File: config.mk
export PLATFORM = sky130hd
export DESIGN_NAME = session_sleep_arbiter
export DESIGN_NICKNAME = d
export VERILOG_FILES = /design/src/rtl/sas_pkg.sv /design/src/rtl/sas_cmd_decode.sv /design/src/rtl/sas_session_matrix.sv /design/src/rtl/sas_sleep_eval.sv /design/src/rtl/session_sleep_arbiter.sv
export SDC_FILE = /design/constraint.sdc
export NUM_CORES = 1
export LEC_CHECK = 0
export ABC_AREA = 1
export BUFFER_PORTS_ARGS = -buffer_cell sky130_fd_sc_hd__buf_4
export CORE_MARGIN = 1
export CORE_UTILIZATION = 55
export CTS_BUF_LIST = sky130_fd_sc_hd__clkbuf_8
export CTS_CLUSTER_SIZE = 16
export DETAILED_ROUTE_END_ITERATION = 12
export MAX_ROUTING_LAYER = met4
export PLACE_DENSITY_LB_ADDON = 0.2
export SYNTH_ARGS = -nofsm -noshare
export SYNTH_HDL_FRONTEND = slang
export SYNTH_SLANG_ARGS = --single-unit
File: constraint.sdc
create_clock -name clk -period 3.6 [get_ports clk]
set_input_delay 0.36 -clock clk [delete_from_list [all_inputs] [get_ports clk]]
set_output_delay 0.36 -clock clk [all_outputs]
set_load 0.1 [all_outputs]
File: src/rtl/sas_pkg.sv
package sas_pkg;

  typedef enum logic [1:0] {
    OP_OPEN      = 2'b00,
    OP_CLOSE     = 2'b01,
    OP_SLEEP_SET = 2'b10,
    OP_SLEEP_CLR = 2'b11
  } sas_op_e;

  typedef struct packed {
    logic valid;
    logic accept;
    logic no_session;
  } sas_rsp_t;

endpackage

File: src/rtl/sas_cmd_decode.sv
module sas_cmd_decode
  import sas_pkg::*;
#(
  parameter int NUM_DOM = 8,
  parameter int ID_W    = $clog2(NUM_DOM),
  parameter logic [NUM_DOM*NUM_DOM-1:0] CONN_MASK = '1
) (
  input  logic                            cmd_valid,
  input  logic [1:0]                      cmd_op,
  input  logic [ID_W-1:0]                 cmd_src,
  input  logic [ID_W-1:0]                 cmd_dst,
  input  logic [NUM_DOM-1:0][NUM_DOM-1:0] mat,
  input  logic [NUM_DOM-1:0]              asleep,
  output logic [NUM_DOM-1:0][NUM_DOM-1:0] set_m,
  output logic [NUM_DOM-1:0][NUM_DOM-1:0] clr_m,
  output sas_rsp_t                        rsp_d,
  output logic [NUM_DOM-1:0]              wake_d
);

  // Connection table reshaped to rows (source) by columns (destination).
  logic [NUM_DOM-1:0][NUM_DOM-1:0] allow;

  for (genvar s = 0; s < NUM_DOM; s++) begin : g_row
    for (genvar d = 0; d < NUM_DOM; d++) begin : g_col
      assign allow[s][d] = CONN_MASK[s*NUM_DOM+d];
    end
  end

  logic same_id;
  assign same_id = (cmd_src == cmd_dst);

  always_comb begin
    set_m  = '0;
    clr_m  = '0;
    wake_d = '0;
    rsp_d  = '0;
    rsp_d.valid = cmd_valid;
    if (cmd_valid) begin
      unique case (sas_op_e'(cmd_op))
        OP_OPEN: begin
          if (!same_id && allow[cmd_src][cmd_dst]) begin
            rsp_d.accept             = 1'b1;
            set_m[cmd_src][cmd_dst]  = 1'b1;
            clr_m[cmd_dst][cmd_dst]  = 1'b1;
            wake_d[cmd_dst]          = asleep[cmd_dst];
          end
        end
        OP_CLOSE: begin
          if (!same_id) begin
            if (mat[cmd_src][cmd_dst]) begin
              rsp_d.accept            = 1'b1;
              clr_m[cmd_src][cmd_dst] = 1'b1;
            end else begin
              rsp_d.no_session = 1'b1;
            end
          end
        end
        OP_SLEEP_SET: begin
          rsp_d.accept            = 1'b1;
          set_m[cmd_src][cmd_src] = 1'b1;
        end
        OP_SLEEP_CLR: begin
          rsp_d.accept            = 1'b1;
          clr_m[cmd_src][cmd_src] = 1'b1;
        end
        default: ;
      endcase
    end
  end

endmodule

File: src/rtl/sas_session_matrix.sv
module sas_session_matrix #(
  parameter int NUM_DOM = 8
) (
  input  logic                            clk,
  input  logic                            rst,
  input  logic [NUM_DOM-1:0][NUM_DOM-1:0] set_m,
  input  logic [NUM_DOM-1:0][NUM_DOM-1:0] clr_m,
  output logic [NUM_DOM-1:0][NUM_DOM-1:0] mat_q
);

  // One flop per cell: every row and column is read in parallel, so the
  // storage stays in fabric registers.
  for (genvar r = 0; r < NUM_DOM; r++) begin : g_r
    for (genvar c = 0; c < NUM_DOM; c++) begin : g_c
      always_ff @(posedge clk) begin
        if (rst) begin
          mat_q[r][c] <= 1'b0;
        end else if (set_m[r][c]) begin
          mat_q[r][c] <= 1'b1;
        end else if (clr_m[r][c]) begin
          mat_q[r][c] <= 1'b0;
        end
      end
    end
  end

endmodule

File: src/rtl/sas_sleep_eval.sv
module sas_sleep_eval #(
  parameter int NUM_DOM = 8
) (
  input  logic                            clk,
  input  logic                            rst,
  input  logic [NUM_DOM-1:0][NUM_DOM-1:0] mat,
  output logic [NUM_DOM-1:0]              can_sleep_q
);

  for (genvar i = 0; i < NUM_DOM; i++) begin : g_dom
    logic busy;

    // Own sessions (row i) or sessions aimed at i (column i), diagonal excluded.
    always_comb begin
      busy = 1'b0;
      for (int k = 0; k < NUM_DOM; k++) begin
        if (k != i) begin
          busy = busy | mat[i][k] | mat[k][i];
        end
      end
    end

    always_ff @(posedge clk) begin
      if (rst) begin
        can_sleep_q[i] <= 1'b0;
      end else begin
        can_sleep_q[i] <= mat[i][i] & ~busy;
      end
    end
  end

endmodule

File: src/rtl/session_sleep_arbiter.sv
module session_sleep_arbiter
  import sas_pkg::*;
#(
  parameter int NUM_DOM = 8,
  parameter int ID_W    = $clog2(NUM_DOM),
  parameter logic [NUM_DOM*NUM_DOM-1:0] CONN_MASK = '1
) (
  input  logic               clk,
  input  logic               rst,
  input  logic               cmd_valid,
  input  logic [1:0]         cmd_op,
  input  logic [ID_W-1:0]    cmd_src,
  input  logic [ID_W-1:0]    cmd_dst,
  output logic               rsp_valid,
  output logic               rsp_accept,
  output logic               rsp_no_session,
  output logic [NUM_DOM-1:0] can_sleep,
  output logic [NUM_DOM-1:0] wake_req
);

  logic [NUM_DOM-1:0][NUM_DOM-1:0] mat_q;
  logic [NUM_DOM-1:0][NUM_DOM-1:0] set_m;
  logic [NUM_DOM-1:0][NUM_DOM-1:0] clr_m;
  sas_rsp_t                        rsp_d;
  sas_rsp_t                        rsp_q;
  logic [NUM_DOM-1:0]              wake_d;
  logic [NUM_DOM-1:0]              wake_q;
  logic [NUM_DOM-1:0]              cs_q;

  sas_cmd_decode #(
    .NUM_DOM  (NUM_DOM),
    .ID_W     (ID_W),
    .CONN_MASK(CONN_MASK)
  ) u_decode (
    .cmd_valid(cmd_valid),
    .cmd_op   (cmd_op),
    .cmd_src  (cmd_src),
    .cmd_dst  (cmd_dst),
    .mat      (mat_q),
    .asleep   (cs_q),
    .set_m    (set_m),
    .clr_m    (clr_m),
    .rsp_d    (rsp_d),
    .wake_d   (wake_d)
  );

  sas_session_matrix #(
    .NUM_DOM(NUM_DOM)
  ) u_matrix (
    .clk  (clk),
    .rst  (rst),
    .set_m(set_m),
    .clr_m(clr_m),
    .mat_q(mat_q)
  );

  sas_sleep_eval #(
    .NUM_DOM(NUM_DOM)
  ) u_eval (
    .clk        (clk),
    .rst        (rst),
    .mat        (mat_q),
    .can_sleep_q(cs_q)
  );

  always_ff @(posedge clk) begin
    if (rst) begin
      rsp_q  <= '0;
      wake_q <= '0;
    end else begin
      rsp_q  <= rsp_d;
      wake_q <= wake_d;
    end
  end

  assign rsp_valid      = rsp_q.valid;
  assign rsp_accept     = rsp_q.accept;
  assign rsp_no_session = rsp_q.no_session;
  assign can_sleep      = cs_q;
  assign wake_req       = wake_q;

endmodule

# Word level (Yosys, flattened, before mapping)
# Memory sizes are Yosys's and may differ from the RTL's.
# Index checks and enable logic that the tools add are counted.
totals:
  memories: 1
  out_inout_bits: 19
  mem_bits_rw: 0
  ff_bits: 83
  romBits: 64
  word_cells: 442
  latch_bits: 0
mem_list:
  columns: ["name", "depth", "word_bits", "rd", "rd_ports_with_merged_regs", "wr", "line", "rtl"]
  rows:
  - ["(name not given)", 8, 8, 1, 0, 0, "sas_cmd_decode.sv:41", "if (!same_id && allow[cmd_src][cmd_dst]) begin"]
op_classes:
  eq_ne: 4
  n_lt_le_gt_ge: 4
  multipliers: 0
  addsub: 0
  bitwise_logic: 124
  div_mod_pow: 0
  shifts: 0
  reduce_logical: 73
  mux: 160
op_table:
  columns: ["op", "n"]
  rows:
  - ["$mux 64", 6]
  - ["$pmux 64 s3", 1]
  - ["$mux 1", 136]
  - ["$pmux 64 s2", 1]
  - ["$reduce_bool 2->1", 64]
  - ["$or 1x1->1", 103]
  - ["$demux 8 s3", 3]
  - ["$mux 8", 5]
  - ["$bmux 8 s3", 1]
  - ["$not 1->1", 12]
  - ["$bmux 1 s3", 3]
  - ["$and 1x1->1", 8]
  - ["$and 8x8->8", 1]
  - ["$lt 3x4->1 const B", 2]
  - ["$reduce_or 4->1", 2]
  - ["$demux 1 s3", 2]
  - ["$ge 3x1->1 const B", 2]
  - ["$eq 2x2->1 const B", 2]
  - ["$reduce_or 2->1", 2]
  - ["$eq 3x3->1", 1]
  - ["$logic_and 1x1->1", 3]
  - ["$pmux 1 s3", 1]
  - ["$eq 2x1->1 const B", 1]
  - ["$logic_not 2->1", 1]
  - ["2 further kinds", 2]

# Depth between registers and ports, before layout
logic_depth:
  ltp_word: 15
  ltp_mapped: 15
  depth_no_buf: 12

# Hierarchy
# Synthesis repeated with hierarchy kept, for this count alone.
unflattened:
  hier_cells: 969
  area_unflattened_um2: 5784.3
modules_own_cells:
  columns: ["mod", "seq_area_each_um2", "instances", "area_per_inst_um2", "cells_each"]
  rows:
  - ["sas_session_matrix", 1281.2, 1, 2723.9, 327]
  - ["sas_cmd_decode", 0.0, 1, 2023.2, 450]
  - ["sas_sleep_eval", 160.2, 1, 723.2, 158]
  - ["session_sleep_arbiter", 220.2, 1, 314.1, 34]

# Least setup slack after synthesis
# OpenSTA, ideal clock, no wires.
synth_timing:
  kind: "input to register"
  startpoint: "input cmd_src[0]"
  endpoint: "register rsp_q, in the netlist rsp_accept"
  n_path_buf: 3
  stages: 14
  path_slack_ns: 1.852
  arrival_ns: 1.639
  required_time_ns: 3.491
  setup_time_ns: 0.109
  cell_sequence: "buf_6 > buf_6 > or2_0 > nand3_1 > nand2_1 > o21ai_1 > nand2_1 > nor2_2 > nand2_4 > buf_2 > nand2_1 > nand3_1 > nand2_1 > inv_1"
synth_via:
  elab_chain_len: 7
synth_lines:
  columns: ["item", "line", "rtl"]
  rows:
  - ["start, declared", "session_sleep_arbiter.sv:12", "input logic [ID_W-1:0] cmd_src,"]
  - ["$mem_v2 8x8 / $bmux 8 s3 (equally long branches)", null, null]
  - ["$mux 8 (on tied branches)", "sas_cmd_decode.sv:41, sas_cmd_decode.sv:50", null]
  - ["$bmux 1 s3 (on tied branches)", "sas_cmd_decode.sv:41, sas_cmd_decode.sv:50", null]
  - ["$mux 1 (on tied branches)", "sas_cmd_decode.sv:41, sas_cmd_decode.sv:50", null]
  - ["$logic_and 1x1->1 / $mux 1 (equally long branches)", "sas_cmd_decode.sv:41, sas_cmd_decode.sv:50", null]
  - ["$mux 1 / $mux 2 (equally long branches)", "sas_cmd_decode.sv:41, sas_cmd_decode.sv:49", null]
  - ["$pmux 1 s3 *", "sas_cmd_decode.sv:39", "unique case (sas_op_e'(cmd_op))"]
  - ["end signal, assigned", "session_sleep_arbiter.sv:71", "rsp_q <= rsp_d;"]
  - ["end, declared", "session_sleep_arbiter.sv:25", "sas_rsp_t rsp_q;"]
# Every way passes the cells marked *; elsewhere a longest branch is shown, timed or not. The select of a mux whose other input is x is not followed.
# A chain may end at the register's enable or synchronous reset.

# Worst setup path after layout
layout_timing:
  startpoint: "input cmd_src[0]"
  endpoint: "register, netlist name u_matrix.mat_q[40]"
layout_via:
  elab_chain_len: 9
layout_lines:
  columns: ["item", "line", "rtl"]
  rows:
  - ["$mem_v2 8x8, or another cell as far along", null, null]
  - ["$mux 8 (not written as such), or another cell as far along", "sas_cmd_decode.sv:41", null]
  - ["$bmux 1 s3, or another cell as far along", "sas_cmd_decode.sv:41", null]
  - ["$mux 1 (not written as such), or another cell as far along", "sas_cmd_decode.sv:41", null]
  - ["$logic_and 1x1->1, or another cell as far along", "sas_cmd_decode.sv:41", null]
  - ["$mux 64, or another cell as far along", "sas_cmd_decode.sv:41", null]
  - ["$pmux 64 s3 / $pmux 64 s2 (equally long branches)", "sas_cmd_decode.sv:39", null]
  - ["$mux 64", "sas_cmd_decode.sv:38", "if (cmd_valid) begin"]
  - ["$reduce_bool 2->1 (no source line) / $mux 1 (equally long branches)", null, null]
# Parallel ways exist; a longest one is shown, timed or not. The select of a mux whose other input is x is not followed.

==> impl_results.md <==
* Result of the run: complete, no violations
* Core Area at between 8000 and 9000 µm²
* Max-Slew Margin vs Limit at 0.4263
* Synthesized area at roughly 5000 µm²
* Setup Viol. Count Final at 0
* Share of cells above drive strength 1 at 0.1392
* Cell at the root of the clock tree: clkbuf_8
* CTS clock-pin slew for the worst setup and hold paths at roughly 90 ps
* Wire length of the first global-routing pass at ~26,000 µm
* Clock tree from TritonCTS: built
* CTS buffer count at 9
* Area share of xor/xnor cells in the synthesized design at 0.005140
* Hold crit path type: input pin to flop
* Insertion delay to the later sink of the worst-skew pair at about 360 ps
* Total number of clock tree sinks at 83
* Yosys warnings at 0
* Die X at between 90 and 100 µm
* Largest stage delay on the critical path at about 430 ps
* Number of diodes added for antenna fixing at 0
* Unrepaired setup endpoints after global routing: false
* Total area of multi-input combinational cells at 2781 µm²
* Post-route clock skew at between 10 and 15 ps
* Critical path endpoint category: flop
* Final period util at 0.6285
* Count of port buffers added during placement at 29
* Worst setup slack after layout at about 1300 ps
* Pins over their slew limit at 0
* Category of the worst setup path launch point: input pin
* DR WL/cell at around 18 µm
* Sum of internal, switching and leakage power at about 2 mW
* Category of the most critical setup path: input pin to flop
* Remaining antenna violation count at 0
* Actual slew at the worst max-slew pin at roughly 860 ps
* Final Hold Vio Count at 0
* Floorplan die area at about 9700 µm²
* Critical path, cell by cell: buf_4 > inv_4 > nand2_1 > nand3_1 > nand2_1 > o21ai_1 > nand2_1 > nor2_2 > nand2_4 > buf_4 > nand3_2 > nand2_1 > a21oi_2
* Vias after detailed routing at 5,400
* Net Count, Synth at 816
* Critical Path AT at 2470 ps
* Largest fanout on the critical path at 42
* Sequential cell area at around 1700 µm²
* Most used cells in the layout excluding fill and tap cells: nand2_1, nor2_1, inv_1
* Iteration count of the initial detailed-routing pass at 7
* Lkg Pwr at 2.245 nW
* Synth unique cells at 34
* Starting utilization of the core area at 0.5778
* Number of design rule violations left after detail routing at 0
* Detailed Place HPWL at roughly 12,000 µm
* Initial DRC Count at 545
* GRT Total Usage at 0.3668
* Worst slack at placement at ~1000 ps
* Leading cell type in the layout, fill and taps excluded: nand2_1
* Max VDD drop at between 0.2 and 0.25 mV
* Crit path time final at about 2300 ps
* Cells after synthesis at 805
* Hold WS at 340.5 ps
* Last weighted congestion value of the routability-driven placer at around 0.95
* Number of top-level design ports at 30
* Cell type of the slowest stage on the worst timing path: buf_4
* Fmax at approximately 440 MHz
* Vias in the first global route at about 4,800
* Post-synthesis mux area share at 0
* Routed wire length at between 15,000 and 20,000 µm
* Area overhead of the layout relative to synthesis at 7.538%
* Filler-free cell count of the finished design at just over 900
* Placement row count at 34
* Post-Synth Adder-Cell Area at 0
* Maximum Capacitance Violations at 0
* Most frequent CP cell: nand2_1
* Main combinational cell family by area after synthesis: simple AND/OR/NAND/NOR gates
* Buffers & Inverters on Critical Path at 3
* Total number of H-tree levels at 3
* Compound-cell area share of the yosys netlist at 0.09202
* CTS resizes at 0
* Height of the die at roughly 100 µm
* Register bit total from synthesis at 83
* Area after detailed placement at approximately 5300 µm²
* Nets@finish at ~830
* Fill cells at 864
* Leftover overflow at the end of global routing at 0
* Sequential cell area fraction in the yosys report at 0.3250
* Final standard cell area without fillers at 5498 µm²
* Count of hold buffers inserted by post-cts repair at 0
* Via density per instance at just under 6
* Maximum number of pins on one net before global-route repair at 70
* Top delay family on crit path: buffers and inverters
* Avg Synthesized Cell Area at ~6.4 µm²
* Post-placement cell count at 911
* Buffers inserted by post-CTS timing repair at 0
* Fin util at 0.6213
* Power density normalized to cell area at ~360 nW/µm²
* Maximum number of buffers from clock root to sink at 2
* Setup Total Neg Slack at 0 ps
* Initial antenna violation count at 0
* Simple-gate share of the synthesized area at 0.4452
* Worst endpoint required time at ~3800 ps
-- per-layer routing --
metal	part of all wire	track usage	routed length, µm
met1	0.43	0.4984	7283
met2	0.45	0.5515	7514
met3	0.087	0.04255	1459
met4	0.035	0.1596	585
met5	0	-	0
-- path summary, 6_finish.rpt --
path | slack (ps) | start | cells past startpoint | endpoint
max | 1340 | cmd_src[0] | 13 | u_matrix.mat_q[40]
min | 340 | cmd_op[1] | 5 | rsp_accept
max reg2reg | 1510 | u_matrix.mat_q[10] | 12 | u_matrix.mat_q[40]
min reg2reg | 470 | u_matrix.mat_q[8] | 2 | u_matrix.mat_q[8]
-- cell families after synthesis --
| logic type | count (synthesis) |
|---|---|
| simple gates | 496 |
| flops | 83 |
| xor+xnor | 3 |
| compound gates | 76 |
| buf+inv | 147 |
-- where the power goes --
| part | internal [mW] | switching, mW |
|---|---|---|
| sequential | 0.922 | 0.00287 |
| combinational | 0.0581 | 0.204 |
| clock | 0.411 | 0.359 |
-- tightest hold or removal path, cell delays in order --
cell and delay, ps:
buf_4 90, inv_1 50, nand3_1 80, nand2_1 50, inv_1 40
-- cell type report --
class,count,area share
inverters,109,0.07487
clock buffers,10,0.02503
well taps,108,0.02458
repair buffers,36,0.05143
flip-flops and latches,83,0.3022
clock inverters,6,0.01593
multi-input cells,575,0.5059
-- Yosys cell counts (all sizes together) --
library cell | number | area (µm²)
nand2 | 249 | 947.2
nor2 | 113 | 449.2
inv | 108 | 407.9
nand3 | 84 | 563.0
dfxtp | 83 | 1662
a21oi | 35 | 246.5
o21ai | 34 | 170.2
buf | 27 | 225.2
nand4 | 27 | 168.9
nor4 | 14 | 87.58
clkbuf | 11 | 41.29
nor3 | 5 | 35.03
o22ai | 3 | 18.77
xnor2 | 3 | 26.28
a22oi | 2 | 15.01
and3 | 2 | 12.51
or2 | 2 | 12.52
a31oi | 1 | 12.51
clkinv | 1 | 3.750
o211ai | 1 | 7.510
-- sequential cells by signal, summed over array words and instances, names as in the netlist --
| name | flops |
|---|---|
| u_eval.can_sleep_q | 8 |
| rsp_accept | 1 |
| rsp_valid | 1 |
| u_matrix.mat_q | 64 |
| wake_req | 8 |
| rsp_no_session | 1 |
(Power assumes the default switching activity.)
